===== src/rtl/ahb_sub_pkg.sv =====
package ahb_sub_pkg;

   // data-phase states of the subordinate
   typedef enum logic [1:0] {
      ST_OKAY = 2'd0,   // idle or OKAY completion, ready high
      ST_WAIT = 2'd1,   // inserted wait state, ready low
      ST_ERR1 = 2'd2,   // first error cycle, ready low
      ST_ERR2 = 2'd3    // second error cycle, ready high
   } dp_state_e;

   localparam logic [1:0] TR_IDLE   = 2'b00;
   localparam logic [1:0] TR_BUSY   = 2'b01;
   localparam logic [1:0] TR_NONSEQ = 2'b10;
   localparam logic [1:0] TR_SEQ    = 2'b11;

   function automatic logic is_active(input logic [1:0] tr);
      return (tr == TR_NONSEQ) || (tr == TR_SEQ);
   endfunction

endpackage


===== src/rtl/ahb_sub_decode.sv =====
module ahb_sub_decode #(
   parameter int unsigned ADDR_W   = 8,
   parameter int unsigned IDX_W    = 4,
   parameter int unsigned RO_WORDS = 4,
   parameter int unsigned ILL_LO   = 'h28,
   parameter int unsigned ILL_HI   = 'h2F
) (
   input  logic [ADDR_W-1:0] haddr,
   input  logic              hwrite,
   output logic [IDX_W-1:0]  idx,
   output logic              err
);

   logic in_band;
   logic ro_hit;

   assign idx     = haddr[IDX_W+1:2];
   assign in_band = (haddr >= ADDR_W'(ILL_LO)) && (haddr <= ADDR_W'(ILL_HI));

   generate
      if (RO_WORDS == 0) begin : g_no_ro
         assign ro_hit = 1'b0;
      end else begin : g_ro
         assign ro_hit = ({1'b0, idx} < (IDX_W+1)'(RO_WORDS));
      end
   endgenerate

   assign err = in_band || (hwrite && ro_hit);

endmodule


===== src/rtl/ahb_sub_regbank.sv =====
module ahb_sub_regbank #(
   parameter int unsigned       DATA_W     = 32,
   parameter int unsigned       NUM_WORDS  = 16,
   parameter int unsigned       RO_WORDS   = 4,
   parameter logic [DATA_W-1:0] RO_PATTERN = '0,
   localparam int unsigned      IDX_W      = $clog2(NUM_WORDS)
) (
   input  logic              clk,
   input  logic              rst_n,
   input  logic              wr_en,
   input  logic [IDX_W-1:0]  wr_idx,
   input  logic [DATA_W-1:0] wr_data,
   input  logic [IDX_W-1:0]  rd_idx,
   output logic [DATA_W-1:0] rd_data
);

   logic [NUM_WORDS-1:0][DATA_W-1:0] words;

   generate
      for (genvar i = 0; i < NUM_WORDS; i++) begin : g_word
         if (i < RO_WORDS) begin : g_const
            assign words[i] = RO_PATTERN + DATA_W'(i);
         end else begin : g_flop
            logic [DATA_W-1:0] q;
            always_ff @(posedge clk or negedge rst_n) begin
               if (!rst_n)
                  q <= '0;
               else if (wr_en && (wr_idx == IDX_W'(i)))
                  q <= wr_data;
            end
            assign words[i] = q;
         end
      end
   endgenerate

   assign rd_data = words[rd_idx];

   generate
      if (RO_WORDS > 0) begin : g_ro_chk
         // no write strobe ever reaches a constant word
         p_ro_untouched_r7: assert property (@(posedge clk) disable iff (!rst_n)
            wr_en |-> ({1'b0, wr_idx} >= (IDX_W+1)'(RO_WORDS)));
      end
   endgenerate

endmodule


===== src/rtl/ahb_sub_dpctl.sv =====
module ahb_sub_dpctl
   import ahb_sub_pkg::*;
#(
   parameter int unsigned WAIT_STATES = 1
) (
   input  logic clk,
   input  logic rst_n,
   input  logic hready,
   input  logic req_valid,
   input  logic req_err,
   output logic hreadyout,
   output logic hresp
);

   localparam bit HAS_WAIT = (WAIT_STATES > 0);

   dp_state_e st, st_nx;
   logic      acc;
   logic      pend_err;
   logic      wait_last;

   assign hreadyout = (st == ST_OKAY) || (st == ST_ERR2);
   assign hresp     = (st == ST_ERR1) || (st == ST_ERR2);
   assign acc       = hready && hreadyout;

   generate
      if (HAS_WAIT) begin : g_wait
         localparam int unsigned CNT_W = $clog2(WAIT_STATES + 1);
         logic [CNT_W-1:0] cnt;
         always_ff @(posedge clk or negedge rst_n) begin
            if (!rst_n)
               cnt <= '0;
            else if (acc && req_valid)
               cnt <= CNT_W'(WAIT_STATES - 1);
            else if ((st == ST_WAIT) && (cnt != '0))
               cnt <= cnt - 1'b1;
         end
         assign wait_last = (cnt == '0);
      end else begin : g_nowait
         assign wait_last = 1'b1;
      end
   endgenerate

   always_comb begin
      st_nx = ST_OKAY;
      case (st)
         ST_WAIT: begin
            if (wait_last)
               st_nx = pend_err ? ST_ERR1 : ST_OKAY;
            else
               st_nx = ST_WAIT;
         end
         ST_ERR1: st_nx = ST_ERR2;
         default: begin
            if (acc && req_valid) begin
               if (HAS_WAIT)
                  st_nx = ST_WAIT;
               else
                  st_nx = req_err ? ST_ERR1 : ST_OKAY;
            end
         end
      endcase
   end

   always_ff @(posedge clk or negedge rst_n) begin
      if (!rst_n) begin
         st       <= ST_OKAY;
         pend_err <= 1'b0;
      end else begin
         st <= st_nx;
         if (acc)
            pend_err <= req_valid && req_err;
      end
   end

   // a no-operation transfer gets a zero-wait OKAY
   p_idle_fast_r2: assert property (@(posedge clk) disable iff (!rst_n)
      (acc && !req_valid) |=> (hreadyout && !hresp));

   // an error always opens with ready low
   p_err_start_r4: assert property (@(posedge clk) disable iff (!rst_n)
      $rose(hresp) |-> !hreadyout);

   // first error cycle is always followed by the completing one
   p_err_pair_r5: assert property (@(posedge clk) disable iff (!rst_n)
      (hresp && !hreadyout) |=> (hresp && hreadyout));

   // the error indication is released after completion
   p_resp_release_r11: assert property (@(posedge clk) disable iff (!rst_n)
      (hresp && hreadyout && !(acc && req_valid && req_err)) |=> !hresp);

   generate
      if (HAS_WAIT) begin : g_wait_chk
         // an accepted transfer starts with an OKAY wait state
         p_wait_okay_r3: assert property (@(posedge clk) disable iff (!rst_n)
            (acc && req_valid) |=> (!hreadyout && !hresp));
      end
   endgenerate

endmodule


===== src/rtl/ahb_err_sub.sv =====
module ahb_err_sub
   import ahb_sub_pkg::*;
#(
   parameter int unsigned       ADDR_W      = 8,
   parameter int unsigned       DATA_W      = 32,
   parameter int unsigned       NUM_WORDS   = 16,
   parameter int unsigned       RO_WORDS    = 4,
   parameter int unsigned       ILL_LO      = 'h28,
   parameter int unsigned       ILL_HI      = 'h2F,
   parameter int unsigned       WAIT_STATES = 1,
   parameter logic [DATA_W-1:0] RO_PATTERN  = DATA_W'(32'hC0DE_0000)
) (
   input  logic              hclk,
   input  logic              hresetn,
   input  logic              hsel,
   input  logic [ADDR_W-1:0] haddr,
   input  logic [1:0]        htrans,
   input  logic              hwrite,
   input  logic              hready,
   input  logic [DATA_W-1:0] hwdata,
   output logic              hreadyout,
   output logic              hresp,
   output logic [DATA_W-1:0] hrdata
);

   localparam int unsigned IDX_W = $clog2(NUM_WORDS);

   // elaboration-time parameter checks
   generate
      if (NUM_WORDS < 2 || (1 << IDX_W) != NUM_WORDS) begin : g_bad_depth
         $error("NUM_WORDS must be a power of two, at least 2");
      end
      if (ADDR_W < IDX_W + 2) begin : g_bad_addr
         $error("ADDR_W too narrow for NUM_WORDS");
      end
      if (RO_WORDS > NUM_WORDS) begin : g_bad_ro
         $error("RO_WORDS exceeds NUM_WORDS");
      end
      if (ILL_LO > ILL_HI) begin : g_bad_band
         $error("ILL_LO must not exceed ILL_HI");
      end
      if (DATA_W == 0 || (DATA_W % 8) != 0) begin : g_bad_data
         $error("DATA_W must be a nonzero multiple of 8");
      end
   endgenerate

   logic             req_valid;
   logic             req_err;
   logic [IDX_W-1:0] req_idx;

   logic             dp_valid;
   logic             dp_write;
   logic             dp_err;
   logic [IDX_W-1:0] dp_idx;

   logic              wr_en;
   logic              okay_done;
   logic [DATA_W-1:0] rd_word;

   assign req_valid = hsel && is_active(htrans);

   ahb_sub_decode #(
      .ADDR_W   (ADDR_W),
      .IDX_W    (IDX_W),
      .RO_WORDS (RO_WORDS),
      .ILL_LO   (ILL_LO),
      .ILL_HI   (ILL_HI)
   ) u_decode (
      .haddr  (haddr),
      .hwrite (hwrite),
      .idx    (req_idx),
      .err    (req_err)
   );

   ahb_sub_dpctl #(
      .WAIT_STATES (WAIT_STATES)
   ) u_dpctl (
      .clk       (hclk),
      .rst_n     (hresetn),
      .hready    (hready),
      .req_valid (req_valid),
      .req_err   (req_err),
      .hreadyout (hreadyout),
      .hresp     (hresp)
   );

   // address-phase capture: only when the previous phase is over
   always_ff @(posedge hclk or negedge hresetn) begin
      if (!hresetn) begin
         dp_valid <= 1'b0;
         dp_write <= 1'b0;
         dp_err   <= 1'b0;
         dp_idx   <= '0;
      end else if (hreadyout) begin
         if (hready) begin
            dp_valid <= req_valid;
            dp_write <= hwrite;
            dp_err   <= req_err;
            dp_idx   <= req_idx;
         end else begin
            dp_valid <= 1'b0;
         end
      end
   end

   assign okay_done = hreadyout && !hresp && dp_valid;
   assign wr_en     = okay_done && dp_write && !dp_err;

   ahb_sub_regbank #(
      .DATA_W     (DATA_W),
      .NUM_WORDS  (NUM_WORDS),
      .RO_WORDS   (RO_WORDS),
      .RO_PATTERN (RO_PATTERN)
   ) u_bank (
      .clk     (hclk),
      .rst_n   (hresetn),
      .wr_en   (wr_en),
      .wr_idx  (dp_idx),
      .wr_data (hwdata),
      .rd_idx  (dp_idx),
      .rd_data (rd_word)
   );

   assign hrdata = (okay_done && !dp_write) ? rd_word : '0;

   // no data leaks out during an error response
   p_err_rdata_zero_r8: assert property (@(posedge hclk) disable iff (!hresetn)
      hresp |-> (hrdata == '0));

   // with bus ready low nothing is captured, so the block stays idle
   p_no_capture_r9: assert property (@(posedge hclk) disable iff (!hresetn)
      (hreadyout && !hresp && !hready) |=> (hreadyout && !hresp));

   // reset value of the response
   always_comb begin
      if (!hresetn) begin
         a_reset_idle_r1: assert (hreadyout && !hresp);
      end
   end

endmodule


===== config.mk =====
export PLATFORM = sky130hd
export DESIGN_NAME = ahb_err_sub
export DESIGN_NICKNAME = d
export VERILOG_FILES = /design/src/rtl/ahb_sub_pkg.sv /design/src/rtl/ahb_sub_decode.sv /design/src/rtl/ahb_sub_regbank.sv /design/src/rtl/ahb_sub_dpctl.sv /design/src/rtl/ahb_err_sub.sv
export SDC_FILE = /design/constraint.sdc
export NUM_CORES = 1
export LEC_CHECK = 0
export BUFFER_PORTS_ARGS = -buffer_cell sky130_fd_sc_hd__clkbuf_2
export CAP_MARGIN = 40
export CORE_MARGIN = 2
export CORE_UTILIZATION = 66
export DETAILED_ROUTE_END_ITERATION = 8
export GPL_ROUTABILITY_DRIVEN = 0
export PLACE_DENSITY = 0.85
export REMOVE_ABC_BUFFERS = 1
export SETUP_SLACK_MARGIN = 0.3
export SYNTH_ARGS = -nofsm -noshare
export SYNTH_HDL_FRONTEND = slang
export SYNTH_SLANG_ARGS = --single-unit

===== constraint.sdc =====
create_clock -name hclk -period 3.1 [get_ports hclk]
set_input_delay 0.31 -clock hclk [delete_from_list [all_inputs] [get_ports hclk]]
set_output_delay 0.31 -clock hclk [all_outputs]
set_load 0.05 [all_outputs]

Word-level counts from Yosys, hierarchy flattened --
Index checks and enable logic that the tools add are counted.
Operators by class: reductions and logical operators 34, $lt $le $gt $ge 4, mux-type cells 10, add/sub/neg operators 1, eq/ne operators 17
Operators by type and width (count):
- $bmux 32 s4 | 1
- $mux 32 | 2
- $eq 4x4->1 const B | 8
- $logic_and 1x1->1 | 24
- $eq 4x3->1 const B | 4
- $eq 2x2->1 const B | 4
- $ge 8x6->1 const B | 1
- $le 8x6->1 const B | 1
- $lt 4x5->1 const B | 1
- $logic_or 1x1->1 | 4
- $lt 4x3->1 const B | 1
- $mux 1 | 4
- $mux 2 | 2
- $pmux 2 s2 | 1
- $logic_not 1->1 | 3
- $eq 2x1->1 const B | 1
- $logic_not 2->1 | 1
- $reduce_and 2->1 | 1
- $reduce_bool 2->1 | 1
- $sub 1x1->1 const B | 1
Storage, ports and cells: output and inout bits 34, register bits after elaboration 395, input port bits 47, logic and storage cells 85

Depth between registers and ports, before layout --
Gate-level depths: netlist of the first run.
depth after elaboration 8, gate-level depth with buffers 7, mapped depth without buffers 6

By module --
A second synthesis of the first run with hierarchy kept.
Second synthesis, totals: cells, all modules 1214, area total of the unflattened synthesis 18223.7 µm²
By module, submodules not included:
- ahb_sub_regbank | area an instance 17421.7 µm², cells an instance 1132, times used 1, sequential area each 9609.2 µm²
- ahb_err_sub | area an instance 540.5 µm², cells an instance 56, times used 1, sequential area each 175.2 µm²
- ahb_sub_dpctl | area an instance 209.0 µm², cells an instance 19, times used 1, sequential area each 100.1 µm²
- ahb_sub_decode | area an instance 52.6 µm², cells an instance 7, times used 1, sequential area each 0.0 µm²

Worst setup path before layout of the first run --
Ideal clock, no wire load.
path type flip-flop to output port, from reg dp_idx[0], to out hrdata[30], path buffers 2, setup slack 0.604 ns, arrival time 2.186 ns, stages on the path, launching flop included 6, data required time 2.790 ns, cells stage by stage dfrtp_1 -> buf_2 -> buf_4 -> mux4_2 -> o22ai_1 -> nor3_1
Between the ends: longest elaborated chain between the ends 3
RTL lines:
- start, declared | line ahb_err_sub.sv:54 | logic [IDX_W-1:0] dp_idx;
- start signal, assigned | line ahb_err_sub.sv:99 | dp_idx <= req_idx;
- $bmux 32 s4 | line ahb_sub_regbank.sv:36 | assign rd_data = words[rd_idx];
- $mux 32 (implied by the code) | line ahb_sub_regbank.sv:36
- $mux 32 | line ahb_err_sub.sv:124 | assign hrdata = (okay_done && !dp_write) ? rd_word : '0;
- end, declared | line ahb_err_sub.sv:23 | output logic [DATA_W-1:0] hrdata
Every way passes these cells. The select of a mux whose other input is x is not followed.

Worst setup path in the final report of the first run --
from reg u_dpctl.st[0], to out hrdata[0]
Between the ends: longest elaborated chain between the ends 7, elaborated cells between the ends (all ways) 10, classes of those cells eq/ne: 2; mux: 1; reduce/logical: 7
RTL lines:
- start, declared | line ahb_sub_dpctl.sv:17 | dp_state_e st, st_nx;
- start signal, assigned | line ahb_sub_dpctl.sv:70 | st <= st_nx;
- $eq 2x2->1 (on tied branches) | line ahb_sub_dpctl.sv:23, ahb_sub_dpctl.sv:22
- $logic_or 1x1->1 | line ahb_sub_dpctl.sv:23 | assign hresp = (st == ST_ERR1) || (st == ST_ERR2);
- $logic_not 1->1 | line ahb_err_sub.sv:106 | assign okay_done = hreadyout && !hresp && dp_valid;
- $logic_and 1x1->1 * (2 in series) | line ahb_err_sub.sv:106
- $logic_and 1x1->1 * | line ahb_err_sub.sv:124
- $mux 32 * | line ahb_err_sub.sv:124
Every way passes the cells marked *; elsewhere a longest branch is shown, timed or not.

==> results_dict.tcl, run 1 <==
set metrics [dict create \
    post_drt_wl_per_cell_um 25.88 \
    cts_num_sinks 395 \
    grt_first_pass_wirelength_um 63870 \
    vias_per_cell 6.487 \
    maxCapViolCount 0 \
    p_leak_nw 9.479 \
    drc 0 \
    cp_cell_sequence "inv_1, ha_1, nand3b_1, a31oi_1, o21ai_0, nor3_2, clkbuf_4" \
    p_seq_share_pct 48.5 \
    hold_class "primary input to flop" \
    diodes 0 \
    relSlewSlack_pct 45.73 \
    design.core.area_mm2 0.02680 \
    drtPass1Iterations 4 \
    syn-cell-area_mm2 0.01789 \
    max_slew.worst_pin.slew_ns 0.8124 \
    syn_area_per_cell_um2 15.91 \
    grt_usage_pct 29.56 \
    hpwl_um 23880 \
    synth_edf_count 0 \
    rows 60 \
    ys_types 36 \
    pwr-share-comb_pct 15.4 \
    clk_latency_ns 0.52 \
    final_common_cell "dfrtp_1" \
    layout-drive-gt1-share_pct 53.60 \
    grt_setup_unrepaired "yes" \
    power_density_mw_per_mm2 631.9 \
    die_w_um 168.6 \
    crit_path_max_fanout 4 \
    grt_pass1_vias 11240 \
    max_stage_delay_ns 0.40 \
    wirelength_um 40840 \
    status "completed" \
    yosysWarnings 0 \
    cts_root_buffer "clkbuf_16" \
    cts_buffers 41 \
    drtAntennaViolNets 0 \
    path_clk_slew_ns 0.06 \
    crit_path_start_kind "flop" \
    die_area_mm2 0.02843 \
    crit_required_ns 2.79 \
    io_buffers 77 \
    setup_viol 0 \
    intPower_mw 9.689 \
    dr.first_iter.drc_count 600 \
    cts_tree "built" \
    netlist.area_leader.share_pct 55.26 \
    cts_buffer_depth 3 \
    cp_slowest_cell "dfrtp_1" \
    drv_slew 0 \
    seq_area_frac_synth_pct 55.26 \
    ir_drop_mv 0.5404 \
    skew_ns 0.01654 \
    stdcell_area_mm2 0.02033 \
    p_clk_share_pct 36.1 \
    setup.worst_path.class "flop to output pin" \
    synth_area_leader_cell "dfrtp_1" \
    placement.cell_area_mm2 0.01876 \
    finalHoldViolCount 0 \
    period_minus_slack_ns 2.770 \
    cts-htree-levels 2 \
    fmax_mhz 361.0 \
    grt_max_degree 81 \
    fin_nets 1262 \
    die_h_um 168.6 \
    async_reset_ff_share_pct 100.0 \
    switching_share_pct 24.59 \
    synthCells 1124 \
    period_share_pct 89.36 \
    vias 10240 \
    syn_to_final_growth_pct 13.67 \
    synthTopCellsByArea "dfrtp_1, mux2_2, mux4_2, mux2_1, mux2i_1" \
    synth.ff_latch_count 395 \
    fin_tns_setup_ns 0 \
    start_util_pct 66.74 \
    synth_flop_cell "dfrtp_1" \
    grt-ovfl-total 0 \
    antenna_found_initial 0 \
    p_switching_mw 3.159 \
    arrival_ns 2.46 \
    worst_setup_path_end_kind "output pin" \
    final_cell_mix "dfrtp_1, mux2_2, mux4_2" \
    io_pins 81 \
]
-- power groups by stage --
stage | Clock [mW] | Sequential [mW] | Combinational (mW)
floorplan | 0 | 6.26 | 1.31
global placement | 0 | 6.28 | 1.75
detailed placement | 0 | 6.33 | 1.83
CTS | 4.69 | 6.21 | 1.95
global route | 4.89 | 6.30 | 2.13
finish | 4.64 | 6.23 | 1.97
-- through the flow --
stage	hold WS, ns	total power, mW	utilization [%]	setup WS, ns	cells
2_1_floorplan	0.01441	7.573	-	-2.856	1020
3_3_place_gp	0.3382	8.032	70.01	0.5119	1490
3_5_place_dp	0.3413	8.163	70.01	0.4962	1490
4_1_cts	0.02024	12.86	75.45	0.3088	1571
5_1_grt	0.03754	13.33	75.86	0.2467	1578
6_report	0.03278	12.85	75.86	0.3298	1578
-- critical path: cells and delay by family (launching register included) --
family          cells  cell delay (ns)
fa+ha+maj           1             0.21
buf+inv             2             0.39
compound gates      2             0.45
simple gates        2             0.49
flops               1             0.40
-- repair_timing --
item                                    CTS  global route
buffers inserted                         11             6
hold endpoints to repair                 73             0
hold buffers                              1             0
gates cloned                              0             1
endpoints found under the setup margin   30            26
pin swaps                                 1             0
resized for setup                        14            29
-- synth_stat cells (all sizes together) (2+ instances only) --
library cell and number:
dfrtp 395, mux2 389, mux4 92, buf 67, clkbuf 37, mux2i 25
nor2 23, o2bb2ai 21, nand2 9, nor3 9, o22ai 8, inv 7
nand3 7, a31oi 6, nor2b 5, ha 4, o21ai 4, nand2b 2
o221ai 2
-- state kept, by name, indices dropped and copies added, names as in the netlist --
signal	cells
u_dpctl.st	2
dp_write	1
u_dpctl.g_wait.cnt	1
dp_valid	1
u_bank.g_word.g_flop.q	384
dp_idx	4
u_dpctl.pend_err	1
dp_err	1
-- cells by family after synthesis --
group	Yosys count	share of synthesized area (%)
AO/OA/AOI/OAI	47	2.001
adder cells (fa/ha/maj)	4	0.2798
buffers and inverters	111	3.204
flip-flops	395	55.26
multiplexers	506	37.47
AND/OR/NAND/NOR	61	1.777
-- per-layer routing --
metal	part of all wire [%]	wire length, µm	up-vias	track usage (%)
li1	-	-	4350	-
met3	5.1	2090	84	4.606
met2	51	20840	284	50.22
met4	2.7	1121	0	9.633
met5	0	0	-	0
met1	41	16790	5519	39.87
-- final timing paths --
path | slack (ns) | depth (start not counted) | start | end
max | 0.33 | 7 | u_dpctl.st[0] | hrdata[0]
min | 0.03 | 2 | haddr[4] | u_dpctl.pend_err
max reg2reg | 0.56 | 7 | u_dpctl.st[0] | u_bank.g_word[6].g_flop.q[14]
min reg2reg | 0.49 | 1 | u_bank.g_word[9].g_flop.q[2] | u_bank.g_word[9].g_flop.q[2]
max in group asynchronous | 1.77 | 3 | hresetn | dp_idx[1]
min in group asynchronous | 0.38 | 2 | hresetn | u_bank.g_word[13].g_flop.q[2]
-- final cells by class --
type | instances | area [µm²]
fillers | 1567 | 6470
clock inverters | 12 | 88.84
inverters | 7 | 30.03
well taps | 341 | 426.7
repair buffers | 148 | 1222
flip-flops and latches | 395 | 9894
clock buffers | 57 | 1166
multi-input cells | 618 | 7502
No activity file was read; power rests on OpenSTA's default activity.
==> run 2, diff against run 1 <==
--- a/config.mk
+++ b/config.mk
@@ -16,4 +16,5 @@
 export SETUP_SLACK_MARGIN = 0.3
 export SYNTH_ARGS = -nofsm -noshare
 export SYNTH_HDL_FRONTEND = slang
+export SYNTH_HIERARCHICAL = 1
 export SYNTH_SLANG_ARGS = --single-unit
==> results_dict.tcl, run 2 <==
set metrics [dict create \
    reg2reg_depth 9 \
    drtAntennaViolNets 0 \
    cts-htree-levels 2 \
    synthTopCellsByArea "dfrtp_1, mux2_2, mux4_2, mux2i_1, buf_2" \
    yosysWarnings 6 \
    antenna_found_initial 1 \
    start_util_pct 67.43 \
    crit_path_max_fanout 15 \
    synth_flop_cell "dfrtp_1" \
    rrSetupSlack_ns 0.27 \
    cts_num_sinks 395 \
    die_area_mm2 0.02896 \
    fmax_mhz 343.2 \
    stdcell_area_mm2 0.02200 \
    drv_slew 0 \
    grt_usage_pct 33.20 \
    hpwl_um 24690 \
    setup.worst_path.class "flop to output pin" \
    synth_area_leader_cell "dfrtp_1" \
    setup_ws_ns 0.1867 \
    synth_common_cells "dfrtp_1, mux2_2, mux4_2, mux2i_1, buf_2" \
    vias 11700 \
    diodes 0 \
    clk_latency_ns 0.53 \
    drc 0 \
    syn-cell-area_mm2 0.01822 \
    largest_reg_flops 384 \
    cts_tree "built" \
    async_reset_ff_share_pct 100.0 \
    wirelength_um 50220 \
    die_w_um 170.2 \
    fin_cells 1704 \
    dr.first_iter.drc_count 1016 \
    synth_edf_count 0 \
    max_slew.worst_pin.slew_ns 0.6795 \
    cts_buffers 40 \
    path_clk_slew_ns 0.06 \
    layout-drive-gt1-share_pct 59.28 \
    rows 60 \
    holdPathStages 2 \
    p_leak_nw 10.33 \
    cts_buffer_depth 3 \
    biggestRegsByFlops "u_bank/g_word.g_flop.q (384), dp_idx (4), u_dpctl/st (2)" \
    crit_required_ns 2.79 \
    placement.cell_area_mm2 0.01912 \
    arrival_ns 2.60 \
    period_minus_slack_ns 2.913 \
    final_common_cell "dfrtp_1" \
    design.core.area_mm2 0.02703 \
    vias_per_cell 6.866 \
    io_pins 81 \
    seq_area_frac_synth_pct 54.24 \
    ir_drop_mv 0.5882 \
    setup_viol 0 \
    post-place-ws_ns 0.2275 \
    grt_max_degree 82 \
    place_inst 1578 \
    relSlewSlack_pct 54.70 \
    netlist.area_leader.share_pct 54.24 \
    maxCapViolCount 0 \
    post_drt_wl_per_cell_um 29.47 \
    syn_area_per_cell_um2 15.01 \
    grt_pass1_vias 12410 \
    final_cell_mix "dfrtp_1, mux2_2, mux4_2" \
    hold_ws_ns 0.04812 \
    grt_first_pass_wirelength_um 72530 \
    drtPass1Iterations 5 \
    hold_class "primary input to flop" \
    cts_root_buffer "clkbuf_16" \
    synthCells 1214 \
    fin_nets 1385 \
    synth.most_common_cell "dfrtp_1" \
    fin_util_pct 81.40 \
    period_share_pct 93.98 \
    skew_ns 0.01174 \
    io_buffers 77 \
    finalHoldViolCount 0 \
    grt_setup_unrepaired "yes" \
    grt-ovfl-total 0 \
    syn_to_final_growth_pct 20.72 \
    largest_register "u_bank/g_word.g_flop.q" \
    crit_path_start_kind "flop" \
    ys_types 37 \
    worst_setup_path_end_kind "output pin" \
    die_h_um 170.2 \
    status "completed" \
    power_density_mw_per_mm2 616.6 \
    synth.ff_latch_count 395 \
]
## run 2: cell count changes after synthesis, moves of 15 or more
cell | previous run | this run
mux2_1 | 51 | 6
mux4_2 | 92 | 71
mux2_2 | 338 | 387
mux2i_1 | 25 | 47
and2_1 | 0 | 27
buf_4 | 31 | 14
a22oi_1 | 0 | 18
nand2b_1 | 2 | 17
o2bb2ai_1 | 21 | 0
## run 2: power breakdown
| part | total, mW | leakage, nW | switching, mW | internal [mW] |
|---|---|---|---|---|
| clock | 4.85 | 0.651 | 2.00 | 2.85 |
| sequential | 6.18 | 5.21 | 0.392 | 5.79 |
| combinational | 2.54 | 4.47 | 1.15 | 1.38 |
## run 2: what timing repair did
item,in CTS,in global routing
pin swaps,17,27
gates resized for setup,119,90
hold buffers,1,0
setup endpoints to repair,129,177
setup buffers,24,19
endpoints found under the hold margin,72,0
cloned,9,3
## run 2: stage by stage
stage               setup TNS [ns]  power [mW]
floorplan                 -1237.97       7.513
detailed placement               0       8.166
CTS                              0       13.25
global placement                 0       8.043
global route                     0       13.98
finish                           0       13.57
## run 2: final timing paths
| path | from | endpoint |
|---|---|---|
| max reg2reg | u_dpctl/st[0] | u_bank/g_word[4].g_flop.q[0] |
| min in group asynchronous | hresetn | u_bank/g_word[5].g_flop.q[11] |
| min reg2reg | u_bank/g_word[11].g_flop.q[18] | u_bank/g_word[11].g_flop.q[18] |
| max | dp_idx[1] | hrdata[20] |
| max in group asynchronous | hresetn | u_bank/g_word[7].g_flop.q[22] |
| min | hwrite | dp_write |
## run 2: area by class of cell
class	count	area (µm²)
fillers	1262	5026
clock inverters	9	95.09
repair buffers	191	2193
inverters	6	22.52
well taps	341	426.7
clock buffers	61	1211
flip-flops and latches	395	9893
multi-input cells	701	8158
## run 2: logic make-up after synthesis
group	synth area share [%]
buffers and inverters	3.467
AO/OA/AOI/OAI	2.746
AND/OR/NAND/NOR	3.701
adder cells (fa/ha/maj)	0.2060
multiplexers	35.64
flip-flops	54.24
## run 2: critical path, stage by stage, from the launching register on
cell     delay (ns)
dfrtp_4        0.51
buf_12         0.17
buf_16         0.16
mux4_2         0.51
mux2i_1        0.23
a21oi_1        0.14
and2_1         0.16
buf_4          0.18
## run 2: routing by layer
metal / GRT usage (%) / up-vias / share of wire, %
met3: 6.116 / 178 / 6.9
met2: 54.51 / 569 / 49
met5: 0 / - / 0.026
met4: 14.75 / 2 / 4.4
met1: 43.80 / 6256 / 39
li1: - / 4694 / -
==> run 3, diff against run 2 <==
--- a/config.mk
+++ b/config.mk
@@ -5,7 +5,7 @@
 export SDC_FILE = /design/constraint.sdc
 export NUM_CORES = 1
 export LEC_CHECK = 0
-export BUFFER_PORTS_ARGS = -buffer_cell sky130_fd_sc_hd__clkbuf_2
+export BUFFER_PORTS_ARGS = -buffer_cell sky130_fd_sc_hd__buf_4
 export CAP_MARGIN = 40
 export CORE_MARGIN = 2
 export CORE_UTILIZATION = 66
==> results_dict.tcl, run 3 (synthesis gave the netlist of run 2 again) <==
set metrics [dict create \
    cts_buffers 40 \
    vias_per_cell 6.597 \
    stdcell_area_mm2 0.02132 \
    hold_class "primary input to flop" \
    hold_ws_ns 0.04529 \
    dr.first_iter.drc_count 965 \
    grt_first_pass_wirelength_um 68320 \
    crit_path_start_kind "flop" \
    relSlewSlack_pct 50.88 \
    post_drt_wl_per_cell_um 26.56 \
    maxCapViolCount 0 \
    crit_required_ns 2.79 \
    largest_register "u_bank/g_word.g_flop.q" \
    largest_reg_flops 384 \
    arrival_ns 2.54 \
    grt_pass1_vias 11790 \
    path_clk_slew_ns 0.06 \
    fin_nets 1369 \
    fin_tns_setup_ns 0 \
    drtAntennaViolNets 0 \
    period_minus_slack_ns 2.848 \
    fmax_mhz 351.2 \
    setup.worst_path.class "flop to output pin" \
    cts_tree "built" \
    syn_to_final_growth_pct 17.00 \
    worst_setup_path_end_kind "output pin" \
    clk_latency_ns 0.53 \
    design.core.area_mm2 0.02703 \
    antenna_found_initial 1 \
    crit_path_max_fanout 7 \
    grt_usage_pct 31.57 \
    post-place-ws_ns 0.03174 \
    cts_root_buffer "clkbuf_16" \
    p_leak_nw 10.05 \
    setup_viol 0 \
    die_w_um 170.2 \
    final_cell_mix "dfrtp_1, mux2_2, buf_4" \
    rows 60 \
    hpwl_um 24830 \
    setup_ws_ns 0.2522 \
    drv_slew 0 \
    wirelength_um 44700 \
    die_area_mm2 0.02896 \
    biggestRegsByFlops "u_bank/g_word.g_flop.q (384), dp_idx (4), u_dpctl/st (2)" \
    drc 0 \
    io_pins 81 \
    drtPass1Iterations 5 \
    power_density_mw_per_mm2 607.5 \
    rrSetupSlack_ns 0.34 \
    vias 11100 \
    placement.cell_area_mm2 0.01933 \
    grt_setup_unrepaired "yes" \
    ir_drop_mv 0.4576 \
    grt_max_degree 93 \
    power_mw 12.95 \
    max_slew.worst_pin.slew_ns 0.7367 \
    grt-ovfl-total 0 \
    die_h_um 170.2 \
    layout-drive-gt1-share_pct 55.56 \
    cts_buffer_depth 3 \
    finalHoldViolCount 0 \
    io_buffers 77 \
    start_util_pct 67.43 \
    skew_ns 0.01417 \
    cts-htree-levels 2 \
    period_share_pct 91.86 \
    final_common_cell "dfrtp_1" \
    cts_num_sinks 395 \
    status "completed" \
]
run 3: cell count changes in the layout (fill, tap and decap cells not counted), moves of 17 or more:
| cell | before | now |
|---|---|---|
| buf_4 | 65 | 123 |
| clkbuf_2 | 44 | 0 |
| and2_4 | 23 | 5 |
| and2_1 | 7 | 24 |
| buf_8 | 27 | 5 |
run 3: cell type report:
cell class / count / area, µm²
Antenna cell: 1 / 2.502
Clock buffer: 56 / 1152
Clock inverter: 8 / 46.29
Fill cell: 1408 / 5704
Inverter: 6 / 22.52
Multi-Input combinational cell: 701 / 7963
Sequential cell: 395 / 9894
Tap cell: 341 / 426.7
Timing Repair Buffer: 175 / 1814
run 3: report_power, final:
group	switching, mW	internal [mW]	leakage [nW]
Combinational	1.03	1.28	4.24
Sequential	0.358	5.79	5.21
Clock	1.92	2.57	0.593
run 3: what timing repair did:
item	4_1_cts	5_1_grt
resized for setup	36	41
hold buffers	1	0
gates cloned	5	1
hold endpoints to repair	39	0
buffers inserted	29	7
setup endpoints to repair	300	49
pin swaps	4	11
run 3: routing by layer:
metal  wire length [µm]  global-route usage [%]  up-vias
met2              22350                   51.68      423
met5                  0                       0        -
met1              17990                   42.75     5907
met3               2867                   6.279      108
li1                   -                       -     4664
met4               1497                   11.22        0
run 3: critical path, cell delays in order (launching register included):
cell,delay [ns]
dfrtp_4,0.43
buf_12,0.16
buf_12,0.16
buf_6,0.14
mux4_2,0.49
o22ai_1,0.20
nor2_1,0.07
and2_2,0.18
buf_4,0.18
run 3: path summary, 6_finish.rpt:
kind,start,to,cells past startpoint
setup reg to reg,u_dpctl/st[0],u_bank/g_word[8].g_flop.q[0],9
hold reg to reg,u_bank/g_word[4].g_flop.q[0],u_bank/g_word[4].g_flop.q[0],1
hold / removal,haddr[4],dp_idx[2],2
min in group asynchronous,hresetn,u_bank/g_word[4].g_flop.q[11],2
max in group asynchronous,hresetn,u_bank/g_word[11].g_flop.q[17],3
setup / recovery,dp_idx[0],hrdata[31],8
run 3: per-stage QoR:
stage	utilization, %	instances
finish	78.89	1683
detailed placement	71.52	1575
global route	78.88	1682
CTS	77.96	1674
global placement	71.49	1574
floorplan	-	1101
